## src/rtl/mem_sched_pkg.sv

```systemverilog
package mem_sched_pkg;
   typedef enum logic [1:0] {
      OP_RD   = 2'd0,
      OP_WR   = 2'd1,
      OP_BSET = 2'd2,
      OP_RSV  = 2'd3
   } slot_op_e;

   typedef enum logic [1:0] {
      AM_ABS  = 2'd0,
      AM_IND  = 2'd1,
      AM_PRE  = 2'd2,
      AM_RSV  = 2'd3
   } addr_mode_e;
endpackage

```

## src/rtl/slot_timer.sv

```systemverilog
module slot_timer
   import mem_sched_pkg::*;
#(
   parameter int CW = 4
) (
   input  logic [1:0]    op_i,
   input  logic [1:0]    mode_i,
   output logic [CW-1:0] first_o,
   output logic          pair_o,
   output logic          first_wr_o
);
   slot_op_e   op;
   addr_mode_e md;

   always_comb begin
      op = slot_op_e'(op_i);
      md = addr_mode_e'(mode_i);
      // address ready at once: cycle 1; pre-computed address costs one cycle
      first_o    = (md == AM_ABS || md == AM_IND) ? CW'(1) : CW'(2);
      pair_o     = (op == OP_BSET);
      first_wr_o = (op == OP_WR);
   end
endmodule

```

## src/rtl/clash_resolver.sv

```systemverilog
module clash_resolver #(
   parameter int CW        = 4,
   parameter int MAX_SHIFT = 3
) (
   input  logic [CW-1:0] t_a_i,
   input  logic          pair_a_i,
   input  logic          wr_a_i,
   input  logic [CW-1:0] t_b_i,
   input  logic          pair_b_i,
   input  logic          wr_b_i,
   input  logic          same_bank_i,
   output logic [CW-1:0] shift_o
);
   function automatic logic clash(input logic [CW-1:0] ta, input logic pa, input logic wa,
                                  input logic [CW-1:0] tb, input logic pb, input logic wb,
                                  input logic [CW-1:0] sh);
      logic hit;
      logic [CW-1:0] ca, cb;
      logic xa, xb;
      hit = 1'b0;
      for (int i = 0; i < 2; i++) begin
         for (int j = 0; j < 2; j++) begin
            ca = ta + CW'(i);
            cb = tb + sh + CW'(j);
            xa = (i == 1) || wa;
            xb = (j == 1) || wb;
            if ((i == 0 || pa) && (j == 0 || pb) && (ca == cb) && (xa || xb))
               hit = 1'b1;
         end
      end
      return hit;
   endfunction

   logic found;

   always_comb begin
      shift_o = CW'(MAX_SHIFT);
      found   = 1'b0;
      if (!same_bank_i) begin
         shift_o = '0;
      end else begin
         for (int k = 0; k <= MAX_SHIFT; k++) begin
            if (!found && !clash(t_a_i, pair_a_i, wr_a_i, t_b_i, pair_b_i, wr_b_i, CW'(k))) begin
               shift_o = CW'(k);
               found   = 1'b1;
            end
         end
      end
   end
endmodule

```

## src/rtl/mem_pair_sched.sv

```systemverilog
module mem_pair_sched #(
   parameter int AW        = 16,
   parameter int DW        = 16,
   parameter int BANK_LSB  = 2,
   parameter int BANK_BITS = 2,
   parameter int CW        = 4
) (
   input  logic                     clk,
   input  logic                     rst_n,
   input  logic                     start_i,
   input  logic [1:0][1:0]          op_i,
   input  logic [1:0][1:0]          mode_i,
   input  logic [1:0][AW-1:0]       addr_i,
   input  logic [1:0][DW-1:0]       wdata_i,
   input  logic [1:0][DW-1:0]       mask_i,
   output logic [1:0]               mem_vld_o,
   output logic [1:0]               mem_we_o,
   output logic [1:0][AW-1:0]       mem_addr_o,
   output logic [1:0][DW-1:0]       mem_wdata_o,
   input  logic [1:0][DW-1:0]       mem_rdata_i,
   output logic                     busy_o,
   output logic [CW-1:0]            cycle_o,
   output logic                     done_o,
   output logic                     contention_o,
   output logic [CW-1:0]            stalls_o,
   output logic [CW-1:0]            total_o,
   output logic [1:0][DW-1:0]       result_o
);
   localparam int NSLOT     = 2;
   localparam int MAX_SHIFT = 3;
   localparam int MAX_LAST  = 2 + 1 + MAX_SHIFT;

   if (BANK_LSB + BANK_BITS > AW) begin : g_bad_bank
      $error("bank field lies outside the address");
   end
   if ((1 << CW) <= MAX_LAST) begin : g_bad_cw
      $error("cycle counter too narrow for the longest schedule");
   end

   logic [CW-1:0] t0_w   [NSLOT];
   logic          pair_w [NSLOT];
   logic          fwr_w  [NSLOT];
   logic [CW-1:0] last_w [NSLOT];
   logic [CW-1:0] shift_w;
   logic          same_bank;
   logic          accept;

   logic          busy_q, done_q;
   logic [CW-1:0] cyc_q, total_q, stall_q;

   assign accept    = start_i && !busy_q;
   assign same_bank = addr_i[0][BANK_LSB +: BANK_BITS] == addr_i[1][BANK_LSB +: BANK_BITS];

   for (genvar g = 0; g < NSLOT; g++) begin : g_timer
      slot_timer #(.CW(CW)) i_timer (
         .op_i       (op_i[g]),
         .mode_i     (mode_i[g]),
         .first_o    (t0_w[g]),
         .pair_o     (pair_w[g]),
         .first_wr_o (fwr_w[g])
      );
   end

   clash_resolver #(.CW(CW), .MAX_SHIFT(MAX_SHIFT)) i_resolver (
      .t_a_i       (t0_w[0]),
      .pair_a_i    (pair_w[0]),
      .wr_a_i      (fwr_w[0]),
      .t_b_i       (t0_w[1]),
      .pair_b_i    (pair_w[1]),
      .wr_b_i      (fwr_w[1]),
      .same_bank_i (same_bank),
      .shift_o     (shift_w)
   );

   for (genvar g = 0; g < NSLOT; g++) begin : g_slot
      logic [CW-1:0] first_d, first_q;
      logic [AW-1:0] addr_q;
      logic [DW-1:0] wdata_q, mask_q, rd_q;
      logic          pair_q, fwr_q;
      logic          hit_a, hit_b;

      if (g == 0) begin : g_fixed
         assign first_d = t0_w[g];
      end else begin : g_moved
         assign first_d = t0_w[g] + shift_w;
      end
      assign last_w[g] = first_d + CW'(pair_w[g]);

      always_ff @(posedge clk) begin
         if (!rst_n) begin
            first_q <= '0;
            addr_q  <= '0;
            wdata_q <= '0;
            mask_q  <= '0;
            rd_q    <= '0;
            pair_q  <= 1'b0;
            fwr_q   <= 1'b0;
         end else if (accept) begin
            first_q <= first_d;
            addr_q  <= addr_i[g];
            wdata_q <= wdata_i[g];
            mask_q  <= mask_i[g];
            pair_q  <= pair_w[g];
            fwr_q   <= fwr_w[g];
         end else if (hit_a && !fwr_q) begin
            rd_q <= mem_rdata_i[g];
         end
      end

      assign hit_a = busy_q && (cyc_q == first_q);
      assign hit_b = busy_q && pair_q && (cyc_q == first_q + CW'(1));

      assign mem_vld_o[g]   = hit_a || hit_b;
      assign mem_we_o[g]    = hit_b || (hit_a && fwr_q);
      assign mem_addr_o[g]  = addr_q;
      assign mem_wdata_o[g] = hit_b ? (rd_q | mask_q) : wdata_q;
      assign result_o[g]    = pair_q ? (rd_q | mask_q) : (fwr_q ? wdata_q : rd_q);

      // a bit-set read is followed by its write-back to the same address
      p_bset_writeback_r3: assert property (@(posedge clk) disable iff (!rst_n)
         (mem_vld_o[g] && !mem_we_o[g] && pair_q) |=>
            (mem_vld_o[g] && mem_we_o[g] && $stable(mem_addr_o[g])));
   end

   always_ff @(posedge clk) begin
      if (!rst_n) begin
         busy_q  <= 1'b0;
         done_q  <= 1'b0;
         cyc_q   <= '0;
         total_q <= '0;
         stall_q <= '0;
      end else begin
         done_q <= 1'b0;
         if (accept) begin
            busy_q  <= 1'b1;
            cyc_q   <= CW'(1);
            stall_q <= shift_w;
            total_q <= (last_w[0] > last_w[1]) ? last_w[0] : last_w[1];
         end else if (busy_q) begin
            if (cyc_q == total_q) begin
               busy_q <= 1'b0;
               done_q <= 1'b1;
               cyc_q  <= '0;
            end else begin
               cyc_q <= cyc_q + CW'(1);
            end
         end
      end
   end

   assign busy_o       = busy_q;
   assign cycle_o      = cyc_q;
   assign done_o       = done_q;
   assign stalls_o     = stall_q;
   assign total_o      = total_q;
   assign contention_o = (stall_q != '0);

   // no same-cycle, same-bank pair of accesses involving a write reaches the ports
   p_no_bank_clash_r5: assert property (@(posedge clk) disable iff (!rst_n)
      !(mem_vld_o[0] && mem_vld_o[1] &&
        (mem_addr_o[0][BANK_LSB +: BANK_BITS] == mem_addr_o[1][BANK_LSB +: BANK_BITS]) &&
        (mem_we_o[0] || mem_we_o[1])));

   // an accepted start opens cycle 1
   p_start_cycle_r2: assert property (@(posedge clk) disable iff (!rst_n)
      (start_i && !busy_o) |=> (busy_o && cycle_o == CW'(1)));

   // done lasts one clock and follows the last scheduled cycle
   p_done_pulse_r7: assert property (@(posedge clk) disable iff (!rst_n)
      done_o |=> !done_o);
   p_done_after_last_r7: assert property (@(posedge clk) disable iff (!rst_n)
      done_o |-> ($past(cycle_o) == total_o));

   // a start during a running set leaves its summary untouched
   p_busy_ignores_start_r8: assert property (@(posedge clk) disable iff (!rst_n)
      (start_i && busy_o) |=> ($stable(total_o) && $stable(stalls_o)));
endmodule

```

## config.mk

```make
export PLATFORM = sky130hd
export DESIGN_NAME = mem_pair_sched
export DESIGN_NICKNAME = d
export VERILOG_FILES = /design/src/rtl/mem_sched_pkg.sv /design/src/rtl/slot_timer.sv /design/src/rtl/clash_resolver.sv /design/src/rtl/mem_pair_sched.sv
export SDC_FILE = /design/constraint.sdc
export NUM_CORES = 1
export LEC_CHECK = 0
export CAP_MARGIN = 40
export CORE_MARGIN = 4
export CORE_UTILIZATION = 48
export DETAILED_ROUTE_END_ITERATION = 12
export GPL_TIMING_DRIVEN = 0
export PLACE_DENSITY = 0.95
export SETUP_SLACK_MARGIN = 0.05
export SLEW_MARGIN = 10
export SYNTH_ARGS = -nofsm -noshare
export SYNTH_HDL_FRONTEND = slang
export SYNTH_SLANG_ARGS = --single-unit
```

## constraint.sdc

```tcl
create_clock -name clk -period 9 [get_ports clk]
set_input_delay 0.9 -clock clk [delete_from_list [all_inputs] [get_ports clk]]
set_output_delay 0.9 -clock clk [all_outputs]
set_load 0.005 [all_outputs]
```

==> flow_metrics.env <==
export IMPL_status="completed"
export IMPL_crit_type="input pin to flip-flop"
export IMPL_synthCells=706
export IMPL_peakVddDrop_v=0.0001345
export IMPL_grtUsageMet1_pct=34.81
export IMPL_crit_start="mode_i[1]"
export IMPL_timing_critical_path_mode_cell="ha_1"
export IMPL_drv_cap=0
export IMPL_leakagePower_nw=3.830
export IMPL_cts_hold_buf=0
export IMPL_n_antenna_cell=0
export IMPL_drt_iter0_markers=700
export IMPL_post_cts_resized=0
export IMPL_endpoint="total_o[0]$_SDFFE_PN0P_"
export IMPL_ys_seq_area_share_pct=45.28
export IMPL_post_dp_cell_area_mm2=0.009308
export IMPL_fin_crit_sh_pct=51.86
export IMPL_nets=1127
export IMPL_antenna_found_initial=0
export IMPL_area_growth_pct=50.18
export IMPL_synthFlopType="dfxtp_1"
export IMPL_cts_tree="built"
export IMPL_gr_usage_met2_pct=45.02
export IMPL_row_count=42
export IMPL_finalMaxSlewViolations=0
export IMPL_fin_worst_skew_ns=0.006678
export IMPL_r2r_cells=6
export IMPL_worstPathCellList="clkdlybuf4s50_1 > clkbuf_1 > ha_1 > a2111oi_0 > a311o_1 > a21o_1 > and2_1 > ha_1 > inv_1 > fa_1 > inv_1 > ha_1 > inv_1 > ha_1 > nor2b_1 > o21a_1 > o21a_1 > a221o_1"
export IMPL_start_util_pct=49.35
export IMPL_wl_per_cell_um=19.24
export IMPL_crit_path_start_kind="input pin"
export IMPL_synth_area_mm2=0.006588
export IMPL_hold_viol_final=0
export IMPL_hold_path_class="flip-flop to flip-flop"
export IMPL_synth_top_area_share_pct=45.28
export IMPL_synthTopCellsByArea="dfxtp_1 (45%), a22o_1 (11%), a21oi_1 (5.2%)"
export IMPL_holdWs_ns=0.4745
export IMPL_grt_pass1_wl_um=34960
export IMPL_post_route_min_period_ns=4.668
export IMPL_grt_total_usage_pct=27.88
export IMPL_critPathBufInv=5
export IMPL_htree_levels=4
export IMPL_async_flop_share_pct=0
export IMPL_critical_path_top_delay_family="adder cells"
export IMPL_grt_max_degree=17
export IMPL_routed_via_density=5.651
export IMPL_total_power_mw=1.838
export IMPL_dp_hpwl_um=16390
export IMPL_dr_pass1_iters=6
export IMPL_reg2reg_to="g_slot[0].mask_q[3]$_SDFFE_PN0P_"
export IMPL_place_inst=1133
export IMPL_synth_most_common_cell="dfxtp_1"
export IMPL_crit_cells=18
export IMPL_dieHeight_um=125.2
export IMPL_synth_seq_cells=149
export IMPL_r2r_setup_slack_ns=6.74
export IMPL_yosysWarnings=0
export IMPL_tns_ns=0
export IMPL_grt_pass1_vias=6618
export IMPL_clk_latency_ns=0.42
export IMPL_end_kind="flip-flop"
export IMPL_gp_congestion=0.8884
export IMPL_cts_sinks=149
export IMPL_crit_arrival_ns=4.97
export IMPL_dieArea_mm2=0.01566
export IMPL_final_cell_count_no_fill=1164
export IMPL_path_max_fanout=7
export IMPL_clockRootBuffer="clkbuf_16"
export IMPL_die_w_um=125.2
export IMPL_clk_path_buf_depth=2
export IMPL_syn_mean_instance_area_um2=9.331
export IMPL_p_per_area_mw_per_mm2=185.8
export IMPL_synth_edf_count=0
export IMPL_worstMarginPinSlew_ns=0.6475
export IMPL_vias=6578
export IMPL_postRouteAntennaNets=0
export IMPL_fmax_mhz=214.2
export IMPL_clkTransAtPathRegs_ns=0.06
export IMPL_wl_um=22390
export IMPL_finalSetupViolations=0
export IMPL_ys_types=57
export IMPL_numCtsBuffers=17
export IMPL_synth_top_area_cell="dfxtp_1"
export IMPL_setup_ws_ns=4.332
export IMPL_utilization_pct=74.12
export IMPL_required_ns=9.30
export IMPL_grt_overflow_total=0
export IMPL_io_pins=254
export IMPL_postLayoutCellArea_mm2=0.009893
export IMPL_drc=0
export IMPL_cp_slowest_cell="fa_1"
export IMPL_synth_common_cells="dfxtp_1 (149), a22o_1 (83), nor2_1 (70)"
export IMPL_core_area_mm2=0.01335
export IMPL_grt_met3_usage_pct=6.610
export IMPL_slew_headroom_pct=56.83
export IMPL_busiest_layer="met2"
export IMPL_rsz0062_at_grt="no"
export IMPL_critPathMaxStageDelay_ns=0.57
export IMPL_portBuffers=249
export IMPL_post_cts_setup_buffers=0
export IMPL_drive_gt1_share_pct=5.769
export IMPL_post_place_ws_ns=3.994
export IMPL_r2r_start="busy_o$_SDFF_PN0_"
final cells by class:
cell class	instances	area (um^2)
Buffer	54	280.3
Clock buffer	22	484.2
Clock inverter	9	101.3
Fill cell	923	3455
Inverter	23	86.33
Multi-Input combinational cell	482	3246
Sequential cell	149	2983
Tap cell	176	220.2
Timing Repair Buffer	249	2492
layout by cell type (no fill, tap or decap), types with 23 or more instances in the layout:
master / n
a21oi_1: 68
a22o_1: 83
clkbuf_1: 38
clkdlybuf4s50_1: 249
dfxtp_1: 149
inv_1: 23
mux2i_1: 34
nand2_1: 30
nor2_1: 70
nor2b_1: 54
o21ai_0: 26
routing by layer:
metal  share of wire (%)  vias to the layer above
met5                   0                        -
met4                 4.5                        0
met3                 7.0                       71
met2                  47                      350
met1                  42                     3102
li1                    -                     3055
registers in the layout, indices dropped and copies added, names as in the netlist:
signal / cells
g_slot.first_q: 5
g_slot.addr_q: 32
stalls_o: 2
g_slot.pair_q: 2
busy_o: 1
total_o: 4
cycle_o: 4
g_slot.fwr_q: 2
g_slot.mask_q: 32
g_slot.rd_q: 32
g_slot.wdata_q: 32
done_o: 1
worst reg2reg max path, delay by kind of cell (launching register included):
kind	cells	cell delay [ns]
flops	1	0.35
simple gates	3	0.72
compound gates	1	0.10
buf+inv	2	1.00
worst min path at each step:
stage	slack, ns	cells after the start	startpoint	endpoint
after floorplan	0.45	1	g_slot[1].mask_q[13]$_SDFFE_PN0P_	g_slot[1].mask_q[13]$_SDFFE_PN0P_
after global placement	0.46	1	g_slot[0].addr_q[2]$_SDFFE_PN0P_	g_slot[0].addr_q[2]$_SDFFE_PN0P_
after detailed placement	0.47	1	g_slot[0].addr_q[10]$_SDFFE_PN0P_	g_slot[0].addr_q[10]$_SDFFE_PN0P_
after CTS	0.48	1	g_slot[0].addr_q[8]$_SDFFE_PN0P_	g_slot[0].addr_q[8]$_SDFFE_PN0P_
after global routing	0.49	1	g_slot[0].addr_q[8]$_SDFFE_PN0P_	g_slot[0].addr_q[8]$_SDFFE_PN0P_
final	0.47	1	g_slot[1].addr_q[3]$_SDFFE_PN0P_	g_slot[1].addr_q[3]$_SDFFE_PN0P_
cell families after synthesis:
| group | count (synthesis) | synth area share, % |
|---|---|---|
| AOI/OAI and AO/OA | 231 | 25.00 |
| buffers and inverters | 77 | 5.565 |
| DFF | 149 | 45.28 |
| other | 1 | 0.05693 |
| and+or+nand+nor | 184 | 14.15 |
| muxes | 34 | 5.166 |
| adders and majority gates | 12 | 2.393 |
| xor gates and xnor gates | 18 | 2.393 |
report_power, final:
part	switching (mW)	internal [mW]
Combinational	0.167	0.222
Clock	0.268	0.434
Sequential	0.0379	0.709
Total	0.473	1.36
Power figures use the tool's default switching activity.
